==> src/rtl/lsu_io_pkg.sv <==
package lsu_io_pkg;

    typedef enum logic [1:0] {
        ST_IDLE       = 2'd0,
        ST_LOAD_RSP   = 2'd1,
        ST_STORE_DONE = 2'd2
    } lsu_state_e;

    typedef enum logic [2:0] {
        IO_NONE    = 3'd0,
        IO_CHAR    = 3'd1,
        IO_INT     = 3'd2,
        IO_EXIT    = 3'd3,
        IO_UNKNOWN = 3'd4
    } io_kind_e;

    localparam logic [2:0] CODE_BYTE   = 3'b000;
    localparam logic [2:0] CODE_HALF   = 3'b001;
    localparam logic [2:0] CODE_WORD   = 3'b010;
    localparam logic [2:0] CODE_BYTE_U = 3'b100;
    localparam logic [2:0] CODE_HALF_U = 3'b101;

    localparam logic [31:0] IO_OFS_CHAR = 32'h0;
    localparam logic [31:0] IO_OFS_INT  = 32'h4;
    localparam logic [31:0] IO_OFS_EXIT = 32'h8;

endpackage

==> src/rtl/lsu_addr_decode.sv <==
module lsu_addr_decode
    import lsu_io_pkg::*;
#(
    parameter int          AW        = 32,
    parameter int          OFFW      = 12,
    parameter int          RAM_IDX_W = 6,
    parameter logic [31:0] IO_BASE   = 32'h8000_0000
) (
    input  logic [AW-1:0]        base,
    input  logic [OFFW-1:0]      offset,
    output logic [AW-1:0]        ea,
    output logic                 is_io,
    output io_kind_e             kind,
    output logic [RAM_IDX_W-1:0] ram_idx,
    output logic [1:0]           lane
);
    localparam int EXTW = AW - OFFW;

    logic [AW-1:0] io_off;

    always_comb begin
        ea      = base + {{EXTW{offset[OFFW-1]}}, offset};
        is_io   = (ea >= IO_BASE);
        io_off  = ea - IO_BASE;
        ram_idx = ea[RAM_IDX_W+1:2];
        lane    = ea[1:0];
        if (!is_io)                    kind = IO_NONE;
        else if (io_off == IO_OFS_CHAR) kind = IO_CHAR;
        else if (io_off == IO_OFS_INT)  kind = IO_INT;
        else if (io_off == IO_OFS_EXIT) kind = IO_EXIT;
        else                            kind = IO_UNKNOWN;
    end
endmodule

==> src/rtl/lsu_store_lanes.sv <==
module lsu_store_lanes
    import lsu_io_pkg::*;
#(
    parameter int DW = 32
) (
    input  logic [2:0]      code,
    input  logic [1:0]      lane,
    input  logic [DW-1:0]   wdata,
    output logic [DW/8-1:0] be,
    output logic [DW-1:0]   wword,
    output logic            code_ok
);
    localparam int NB = DW / 8;
    localparam int NH = NB / 2;

    logic [DW-1:0] rep_byte;
    logic [DW-1:0] rep_half;

    for (genvar g = 0; g < NB; g++) begin : g_rep_b
        assign rep_byte[8*g +: 8] = wdata[7:0];
    end
    for (genvar g = 0; g < NH; g++) begin : g_rep_h
        assign rep_half[16*g +: 16] = wdata[15:0];
    end

    always_comb begin
        be      = '0;
        wword   = wdata;
        code_ok = 1'b1;
        unique case (code)
            CODE_BYTE: begin
                be[lane] = 1'b1;
                wword    = rep_byte;
            end
            CODE_HALF: begin
                be[{lane[1], 1'b0}] = 1'b1;
                be[{lane[1], 1'b1}] = 1'b1;
                wword               = rep_half;
            end
            CODE_WORD: be = '1;
            default:   code_ok = 1'b0;
        endcase
    end
endmodule

==> src/rtl/lsu_load_extract.sv <==
module lsu_load_extract
    import lsu_io_pkg::*;
#(
    parameter int DW = 32
) (
    input  logic [2:0]    code,
    input  logic [1:0]    lane,
    input  logic [DW-1:0] word,
    output logic [DW-1:0] data,
    output logic          code_ok
);
    logic [7:0]  sel_b;
    logic [15:0] sel_h;

    always_comb begin
        sel_b   = word[8*lane +: 8];
        sel_h   = lane[1] ? word[31:16] : word[15:0];
        data    = '0;
        code_ok = 1'b1;
        unique case (code)
            CODE_BYTE:   data = {{(DW-8){sel_b[7]}}, sel_b};
            CODE_BYTE_U: data = {{(DW-8){1'b0}}, sel_b};
            CODE_HALF:   data = {{(DW-16){sel_h[15]}}, sel_h};
            CODE_HALF_U: data = {{(DW-16){1'b0}}, sel_h};
            CODE_WORD:   data = word;
            default:     code_ok = 1'b0;
        endcase
    end
endmodule

==> src/rtl/lsu_word_ram.sv <==
module lsu_word_ram #(
    parameter int WORDS = 64,
    parameter int DW    = 32
) (
    input  logic                     clk,
    input  logic                     we,
    input  logic                     re,
    input  logic [$clog2(WORDS)-1:0] idx,
    input  logic [DW/8-1:0]          be,
    input  logic [DW-1:0]            wdata,
    output logic [DW-1:0]            rdata
);
    localparam int NB = DW / 8;

    logic [DW-1:0] mem [WORDS];

    always_ff @(posedge clk) begin
        if (we) begin
            for (int b = 0; b < NB; b++) begin
                if (be[b]) mem[idx][8*b +: 8] <= wdata[8*b +: 8];
            end
        end
        if (re) rdata <= mem[idx];
    end
endmodule

==> src/rtl/lsu_io_lane.sv <==
module lsu_io_lane
    import lsu_io_pkg::*;
#(
    parameter int          RAM_WORDS = 64,
    parameter logic [31:0] IO_BASE   = 32'h8000_0000
) (
    input  logic        clk,
    input  logic        rst_n,
    input  logic        req_valid,
    input  logic        req_write,
    input  logic [31:0] req_base,
    input  logic [11:0] req_offset,
    input  logic [2:0]  req_code,
    input  logic [31:0] req_wdata,
    output logic        rsp_valid,
    output logic [31:0] rsp_data,
    output logic        acc_err,
    output logic        tbio_char_valid,
    output logic [7:0]  tbio_char,
    output logic        tbio_int_valid,
    output logic [31:0] tbio_int,
    output logic        tbio_exit_valid,
    output logic [31:0] tbio_exit_code,
    output logic        tbio_unknown
);
    localparam int DW        = 32;
    localparam int NB        = DW / 8;
    localparam int RAM_IDX_W = $clog2(RAM_WORDS);

    lsu_state_e state, state_nx;

    logic [31:0]          ea;
    logic                 is_io;
    io_kind_e             kind;
    logic [RAM_IDX_W-1:0] ram_idx;
    logic [1:0]           lane;
    logic [NB-1:0]        st_be;
    logic [DW-1:0]        st_word;
    logic                 st_ok;
    logic [DW-1:0]        ram_q;
    logic [DW-1:0]        ld_data;
    logic                 ld_ok;
    logic                 ram_we, ram_re;

    logic [2:0]  r_code;
    logic [1:0]  r_lane;
    logic        r_ld_io;
    logic        r_st_bad;
    io_kind_e    r_kind;
    logic [31:0] r_wdata;

    lsu_addr_decode #(
        .AW(32), .OFFW(12), .RAM_IDX_W(RAM_IDX_W), .IO_BASE(IO_BASE)
    ) u_dec (
        .base(req_base), .offset(req_offset), .ea(ea), .is_io(is_io),
        .kind(kind), .ram_idx(ram_idx), .lane(lane)
    );

    lsu_store_lanes #(.DW(DW)) u_st (
        .code(req_code), .lane(lane), .wdata(req_wdata),
        .be(st_be), .wword(st_word), .code_ok(st_ok)
    );

    assign ram_we = req_valid &&  req_write && !is_io && st_ok;
    assign ram_re = req_valid && !req_write && !is_io;

    lsu_word_ram #(.WORDS(RAM_WORDS), .DW(DW)) u_ram (
        .clk(clk), .we(ram_we), .re(ram_re), .idx(ram_idx),
        .be(st_be), .wdata(st_word), .rdata(ram_q)
    );

    lsu_load_extract #(.DW(DW)) u_ld (
        .code(r_code), .lane(r_lane), .word(ram_q),
        .data(ld_data), .code_ok(ld_ok)
    );

    // next state: the same three transitions leave every state
    always_comb begin
        state_nx = ST_IDLE;
        unique case (state)
            ST_IDLE, ST_LOAD_RSP, ST_STORE_DONE: begin
                if (req_valid) state_nx = req_write ? ST_STORE_DONE : ST_LOAD_RSP;
            end
            default: state_nx = ST_IDLE;
        endcase
    end

    always_ff @(posedge clk or negedge rst_n) begin
        if (!rst_n) state <= ST_IDLE;
        else        state <= state_nx;
    end

    // request fields held for the response cycle
    always_ff @(posedge clk or negedge rst_n) begin
        if (!rst_n) begin
            r_code   <= '0;
            r_lane   <= '0;
            r_ld_io  <= 1'b0;
            r_st_bad <= 1'b0;
            r_kind   <= IO_NONE;
            r_wdata  <= '0;
        end else if (req_valid) begin
            r_code   <= req_code;
            r_lane   <= lane;
            r_ld_io  <= is_io;
            r_st_bad <= req_write && !st_ok;
            r_kind   <= (req_write && st_ok) ? kind : IO_NONE;
            r_wdata  <= req_wdata;
        end
    end

    always_comb begin
        rsp_valid       = 1'b0;
        rsp_data        = '0;
        acc_err         = 1'b0;
        tbio_char_valid = 1'b0;
        tbio_char       = '0;
        tbio_int_valid  = 1'b0;
        tbio_int        = '0;
        tbio_exit_valid = 1'b0;
        tbio_exit_code  = '0;
        tbio_unknown    = 1'b0;
        unique case (state)
            ST_IDLE: ;
            ST_LOAD_RSP: begin
                rsp_valid = 1'b1;
                acc_err   = !ld_ok;
                if (ld_ok && !r_ld_io) rsp_data = ld_data;
            end
            ST_STORE_DONE: begin
                acc_err = r_st_bad;
                unique case (r_kind)
                    IO_CHAR: begin
                        tbio_char_valid = 1'b1;
                        tbio_char       = r_wdata[7:0];
                    end
                    IO_INT: begin
                        tbio_int_valid = 1'b1;
                        tbio_int       = r_wdata;
                    end
                    IO_EXIT: begin
                        tbio_exit_valid = 1'b1;
                        tbio_exit_code  = r_wdata;
                    end
                    IO_UNKNOWN: tbio_unknown = 1'b1;
                    default: ;
                endcase
            end
            default: ;
        endcase
    end
endmodule

==> config.mk <==
export PLATFORM = sky130hd
export DESIGN_NAME = lsu_io_lane
export DESIGN_NICKNAME = d
export VERILOG_FILES = /design/src/rtl/lsu_io_pkg.sv /design/src/rtl/lsu_addr_decode.sv /design/src/rtl/lsu_store_lanes.sv /design/src/rtl/lsu_load_extract.sv /design/src/rtl/lsu_word_ram.sv /design/src/rtl/lsu_io_lane.sv
export SDC_FILE = /design/constraint.sdc
export NUM_CORES = 2
export LEC_CHECK = 0
export BUFFER_PORTS_ARGS = -buffer_cell sky130_fd_sc_hd__buf_2
export CORE_MARGIN = 1.5
export CORE_UTILIZATION = 45
export CTS_CLUSTER_SIZE = 40
export DETAILED_ROUTE_END_ITERATION = 16
export PLACE_DENSITY = 0.62
export SYNTH_ARGS = -nofsm -noshare
export SYNTH_HDL_FRONTEND = slang
export SYNTH_HIERARCHICAL = 1
export SYNTH_SLANG_ARGS = --single-unit
==> constraint.sdc <==
create_clock -name clk -period 3.3 [get_ports clk]
set_input_delay 0.495 -clock clk [delete_from_list [all_inputs] [get_ports clk]]
set_output_delay 0.495 -clock clk [all_outputs]
set_load 0.02 [all_outputs]
### Yosys cells after proc, flatten, opt, wreduce, memory -nomap -nowiden

Memory sizes are Yosys's and may differ from the RTL's. A register that Yosys moved wholly into a read port is not among the register bits.
Cells that the tools add are included.

| word-level totals | value |
|---|---|
| register bits | 44 |
| bits in writable memories | 2048 |
| input port bits | 83 |
| word-level logic and storage cells | 106 |
| memories | 1 |

Memories:

| memory | depth | bits a word | read ports | clocked after Yosys merged registers in | write ports | RTL line | text |
|---|---|---|---|---|---|---|---|
| u_ram.mem | 64 | 32 | 1 | 1 | 1 | lsu_word_ram.sv:15 | `logic [DW-1:0] mem [WORDS];` |

| cells by class | value |
|---|---|
| add/sub/neg operators | 2 |
| magnitude comparators | 7 |
| eq/ne operators | 14 |
| shift-type cells | 1 |
| mux-type cells | 50 |
| bitwise logic cells | 1 |
| reductions and logical operators | 23 |

Operator list:

| kind | number |
|---|---|
| 2-to-1 mux 32 bit | 6 |
| one-hot mux 32 bit (5 select lines) | 1 |
| one-hot mux 32 bit (2 select lines) | 1 |
| adder 32 bit | 1 |
| == test 32 x 3 -> 1 bit (second input constant) | 1 |
| == test 32 x 4 -> 1 bit (second input constant) | 1 |
| >= comparator 32 bit (second input constant) | 1 |
| logical NOT 32 bit | 1 |
| variable part select 32 x 6 -> 8 bit | 1 |
| subtractor 32 bit (second input constant) | 1 |
| 2-to-1 mux 1 bit | 26 |
| 2-to-1 mux 16 bit | 1 |
| 2-to-1 mux 8 bit | 2 |
| 2-to-1 mux 3 bit | 5 |
| == test 3 x 2 -> 1 bit (second input constant) | 4 |
| one-hot mux 4 bit (3 select lines) | 1 |
| logical AND 1 bit | 11 |
| == test 3 x 1 -> 1 bit (second input constant) | 3 |
| == test 3 bit (second input constant) | 3 |
| less-than comparator 2 x 3 -> 1 bit (second input constant) | 3 |
| >= comparator 2 x 1 -> 1 bit (second input constant) | 3 |
| logical NOT 3 bit | 2 |
| 2-to-1 mux 2 bit | 3 |
| OR reduction 3 bit | 2 |
| 9 further kinds | 14 |

### Longest topological paths before layout

| depth | value |
|---|---|
| word-level depth | 10 |
| depth in mapped cells | 18 |

### By module

The synthesis kept the hierarchy.

Modules (own cells, without submodules):

| module | instances | cells each | area each (µm²) |
|---|---|---|---|
| lsu_word_ram | 1 | 4646 | 79368.6 |
| lsu_io_lane | 1 | 232 | 2501.1 |
| lsu_addr_decode | 1 | 311 | 2159.6 |
| lsu_load_extract | 1 | 119 | 899.6 |
| lsu_store_lanes | 1 | 66 | 513.0 |

### Worst setup path after synthesis

No wires, ideal clock.

| path | value |
|---|---|
| path type | in2reg |
| start point | input req_offset[8] |
| end point | register u_ram.rdata[0] (read register of u_ram.mem) (enable) |
| data arrival time | 4061 ps |
| data required time | 2879 ps |
| setup slack | -1181 ps |
| stages | 11 |
| buffers on the path | 1 |
| path through | ha_1 -> buf_4 -> a21o_1 -> a31o_1 -> o31ai_2 -> nand2_1 -> a31o_2 -> nor4_1 -> a2111oi_0 -> nand2b_1 -> nor2_1 |

| on the way | value |
|---|---|
| cells in the longest elaborated chain, start to end | 4 |

Ends and longest elaborated chain:

| item | RTL line | text |
|---|---|---|
| from (decl) | lsu_io_lane.sv:12 | `input logic [11:0] req_offset,` |
| adder 32 bit | lsu_addr_decode.sv:22 | `ea = base + {{EXTW{offset[OFFW-1]}}, offset};` |
| >= comparator 32 bit | lsu_addr_decode.sv:23 | `is_io = (ea >= IO_BASE);` |
| net is_io | lsu_io_lane.sv:33 | `logic is_io;` |
| logical NOT 1 bit | -- |  |
| logical AND 1 bit | lsu_io_lane.sv:65 | `assign ram_re = req_valid && !req_write && !is_io;` |
| net ram_re | lsu_io_lane.sv:43 | `logic ram_we, ram_re;` |
| to (decl) | lsu_word_ram.sv:11 | `output logic [DW-1:0] rdata` |

The timed path passes the listed nets, and every way through them passes these cells.
A chain may end at the register's enable or synchronous reset.

### Worst setup path after layout

| path | value |
|---|---|
| start point | input req_offset[0] |
| end point | register u_ram.rdata[1] (read register of u_ram.mem) (data pin) |

| on the way | value |
|---|---|
| cells in the longest elaborated chain, start to end | 4 |

Ends and longest elaborated chain:

| item | RTL line | text |
|---|---|---|
| adder 32 bit (*) | lsu_addr_decode.sv:22 |  |
| net ea[4] | lsu_io_lane.sv:32 | `logic [31:0] ea;` |
| >= comparator 32 bit | lsu_addr_decode.sv:23 |  |
| logical NOT 1 bit | -- |  |
| logical AND 1 bit | lsu_io_lane.sv:65 |  |

The timed path passes the listed nets; every way through them passes the cells marked *.

==> impl_metrics.csv <==
group,metric,value,unit
run_status,outcome,"finished, violations left",
run_status,violations,"negative setup slack",
detailed_routing,drt_iter0_drc,8737,
finish,drive_gt1_frac,0.356,
power_and_ir_drop,seq_power_share,0.425,
sta,finalCriticalPeriod,3.39,ns
place,place_congestion,0.959,
detailed_routing,vias_per_cell,6.44,
flow_run,cap_viol_max_count,0,
sta,hold_viol,0,
power_and_ir_drop,combPwrFrac,0.238,
critical_path,crit_fanout,14,
floorplanning,die_h,439,µm
power_and_ir_drop,cell_internal_pwr,50300,µW
critical_path,critPathArrivalTime,3.98,ns
detailed_routing,vias,58800,
detailed_routing,postRouteAntennaNets,0,
power_and_ir_drop,p_clk_frac,0.337,
floorplanning,row_count,159,
critical_path,crit_top_cell,"buf_4",
sta,fmax,295,MHz
finish,final_cell_mix,"edfxtp_1, buf_4, a221oi_1, a22oi_1, nor2_1",
sta,setup_viol,13,
finish,final_nets,6569,
finish,final_common_cell,"edfxtp_1",
place,dp_cells,8572,
sta,worst_slew_pin_slew,1.05,ns
cts,clk_latency,0.86,ns
critical_path,start_kind,"primary input",
global_route,grt_pass1_vias,55800,
global_route,grtUsageTotal,0.294,
cts,cts_tree,"done",
critical_path,worstSetupStartpoint,"req_offset[0]",
cts,clock_sinks,2124,
global_route,antenna_found_initial,9,
power_and_ir_drop,p_sw,20800,µW
power_and_ir_drop,p_leak,0.0366,µW
global_route,grt_max_degree,71,
floorplanning,io_pins,193,
critical_path,crit_type,"in2reg",
finish,finalNonFillerCells,9133,
synthesis,yosysWarnings,6,
cts,cts.htree.levels,4,
detailed_routing,drt_first_pass_iters,6,
critical_path,critPathBufInv,9,
critical_path,crit_family,"buffers and inverters",
power_and_ir_drop,swShare,0.292,
power_and_ir_drop,peakVddDrop,0.666,mV
finish,area_delta_synth_final,27.8,%
floorplanning,dieArea,192000,µm²
cts,clk_pin_slew,0.06,ns
sta,rsz0062_at_grt,"true",
worst_hold_path,hold_start,"req_base[0]",
floorplanning,core,188000,µm²
critical_path,max_stage_delay,0.44,ns
synthesis,syn_area_per_cell,15.9,µm²
place,io_buffers,192,
cts,clock_path_buffers,3,
sta,whs,0.0738,ns
global_route,grt_remaining_overflow,0,
detailed_routing,wl_per_cell,32.2,µm
floorplanning,die_w,439,µm
floorplanning,start_util,0.454,
sta,period_share,1.03,
cts,cts_buffers,206,
sta,slew_headroom,0.300,
detailed_routing,routed_wl,294,mm
critical_path,crit_slowest_cell,"or4_1",
critical_path,path_cells,"buf_6 > ha_4 > buf_6 > inv_2 > fa_2 > nand2b_4 > a21oi_2 > buf_4 > xor2_4 > buf_12 > nor2_4 > buf_4 > buf_6 > a221oi_1 > buf_4 > nor2_1 > o21ai_1 > buf_4 > nand4_1 > or4_1",
detailed_routing,drc,0,
critical_path,critPathRequiredTime,3.89,ns
synthesis,syn_nets,5487,
worst_hold_path,hp-class,"in2reg",
synthesis,synth_cells,5369,
critical_path,end_kind,"register",
sta,layout_setup_ws,-0.0888,ns
sta,fin_worst_skew,0.0297,ns
power_and_ir_drop,power.total,71100,µW
power_and_ir_drop,p_per_area,651,nW/µm²
sta,slew_viol_final,0,
global_route,grt_pass1_wl,407,mm
cts,clock_tree.root_cell,"clkbuf_16",
place,dp_hpwl,191,mm
critical_path,reg2reg_from,"u_ram/mem[27][22]$_DFFE_PP_",
synthesis,netlist_area,85400,µm²
place,pre_cts_ws,-1.37,ns
[routing by layer]
metal	share of wire	GRT usage
met5	0.000085	0
met4	0.047	0.118
met3	0.12	0.0623
met2	0.45	0.453
met1	0.38	0.408
[area by class of cell]
cell class | count | area, µm²
Timing Repair Buffer | 1310 | 12000
Multi-Input combinational cell | 2787 | 23400
Fill cell | 14200 | 79100
Antenna cell | 6 | 15.0
Clock inverter | 147 | 1520
Sequential cell | 2124 | 63600
Tap cell | 2495 | 3120
Inverter | 22 | 110
Clock buffer | 242 | 5330
[power by group through the flow]
stage	clock network, µW	logic [µW]	registers, µW
after floorplan	0	6700	30600
after global placement	0	14300	30800
after detailed placement	0	14400	30800
after CTS	24100	15300	30200
after global routing	25100	17300	30200
final	23900	16900	30200
[worst register-to-register path, delay by kind of cell, from the launching register on]
family	cells	cell delay, ns
flip-flops	1	0.38
multiplexers	1	0.47
AND/OR/NAND/NOR	5	0.95
buffers and inverters	1	0.15
[worst paths after layout]
path	endpoint	slack, ns	cells after the start
setup / recovery	u_ram/rdata[1]$_DFFE_PP_	-0.09	20
hold / removal	r_lane[0]$_DFFE_PN0P_	0.07	3
setup reg to reg	u_ram/rdata[22]$_DFFE_PP_	0.99	7
hold reg to reg	r_wdata[6]$_DFFE_PN0P_	0.52	1
max in group asynchronous	r_code[2]$_DFFE_PN0P_	2.22	2
min in group asynchronous	r_wdata[13]$_DFFE_PN0P_	0.35	2
[stage by stage]
stage | TNS [ns] | util | cell area (µm²)
final | -0.385 | 0.580 | 109000
after global routing | -1.36 | 0.580 | 109000
after CTS | 0 | 0.563 | 106000
after detailed placement | -2362.53 | 0.515 | 96900
after global placement | -2298.71 | 0.515 | 96900
after floorplan | -833.33 | - | 85900
[sequential cells by signal (all words and copies together) (netlist names)]
name         count
u_ram/mem     2048
r_wdata         32
u_ram/rdata     32
r_code           3
r_kind           3
r_lane           2
state            2
r_ld_io          1
r_st_bad         1
[repair_timing]
action                      CTS  global route
setup endpoints to repair  2007          2020
pin swaps                    45           101
gates cloned                  7            10
hold buffers                 33             0
buffers inserted             41            81
resized for setup           386           446
hold endpoints to repair     79             0
(Power assumes the default switching activity.)
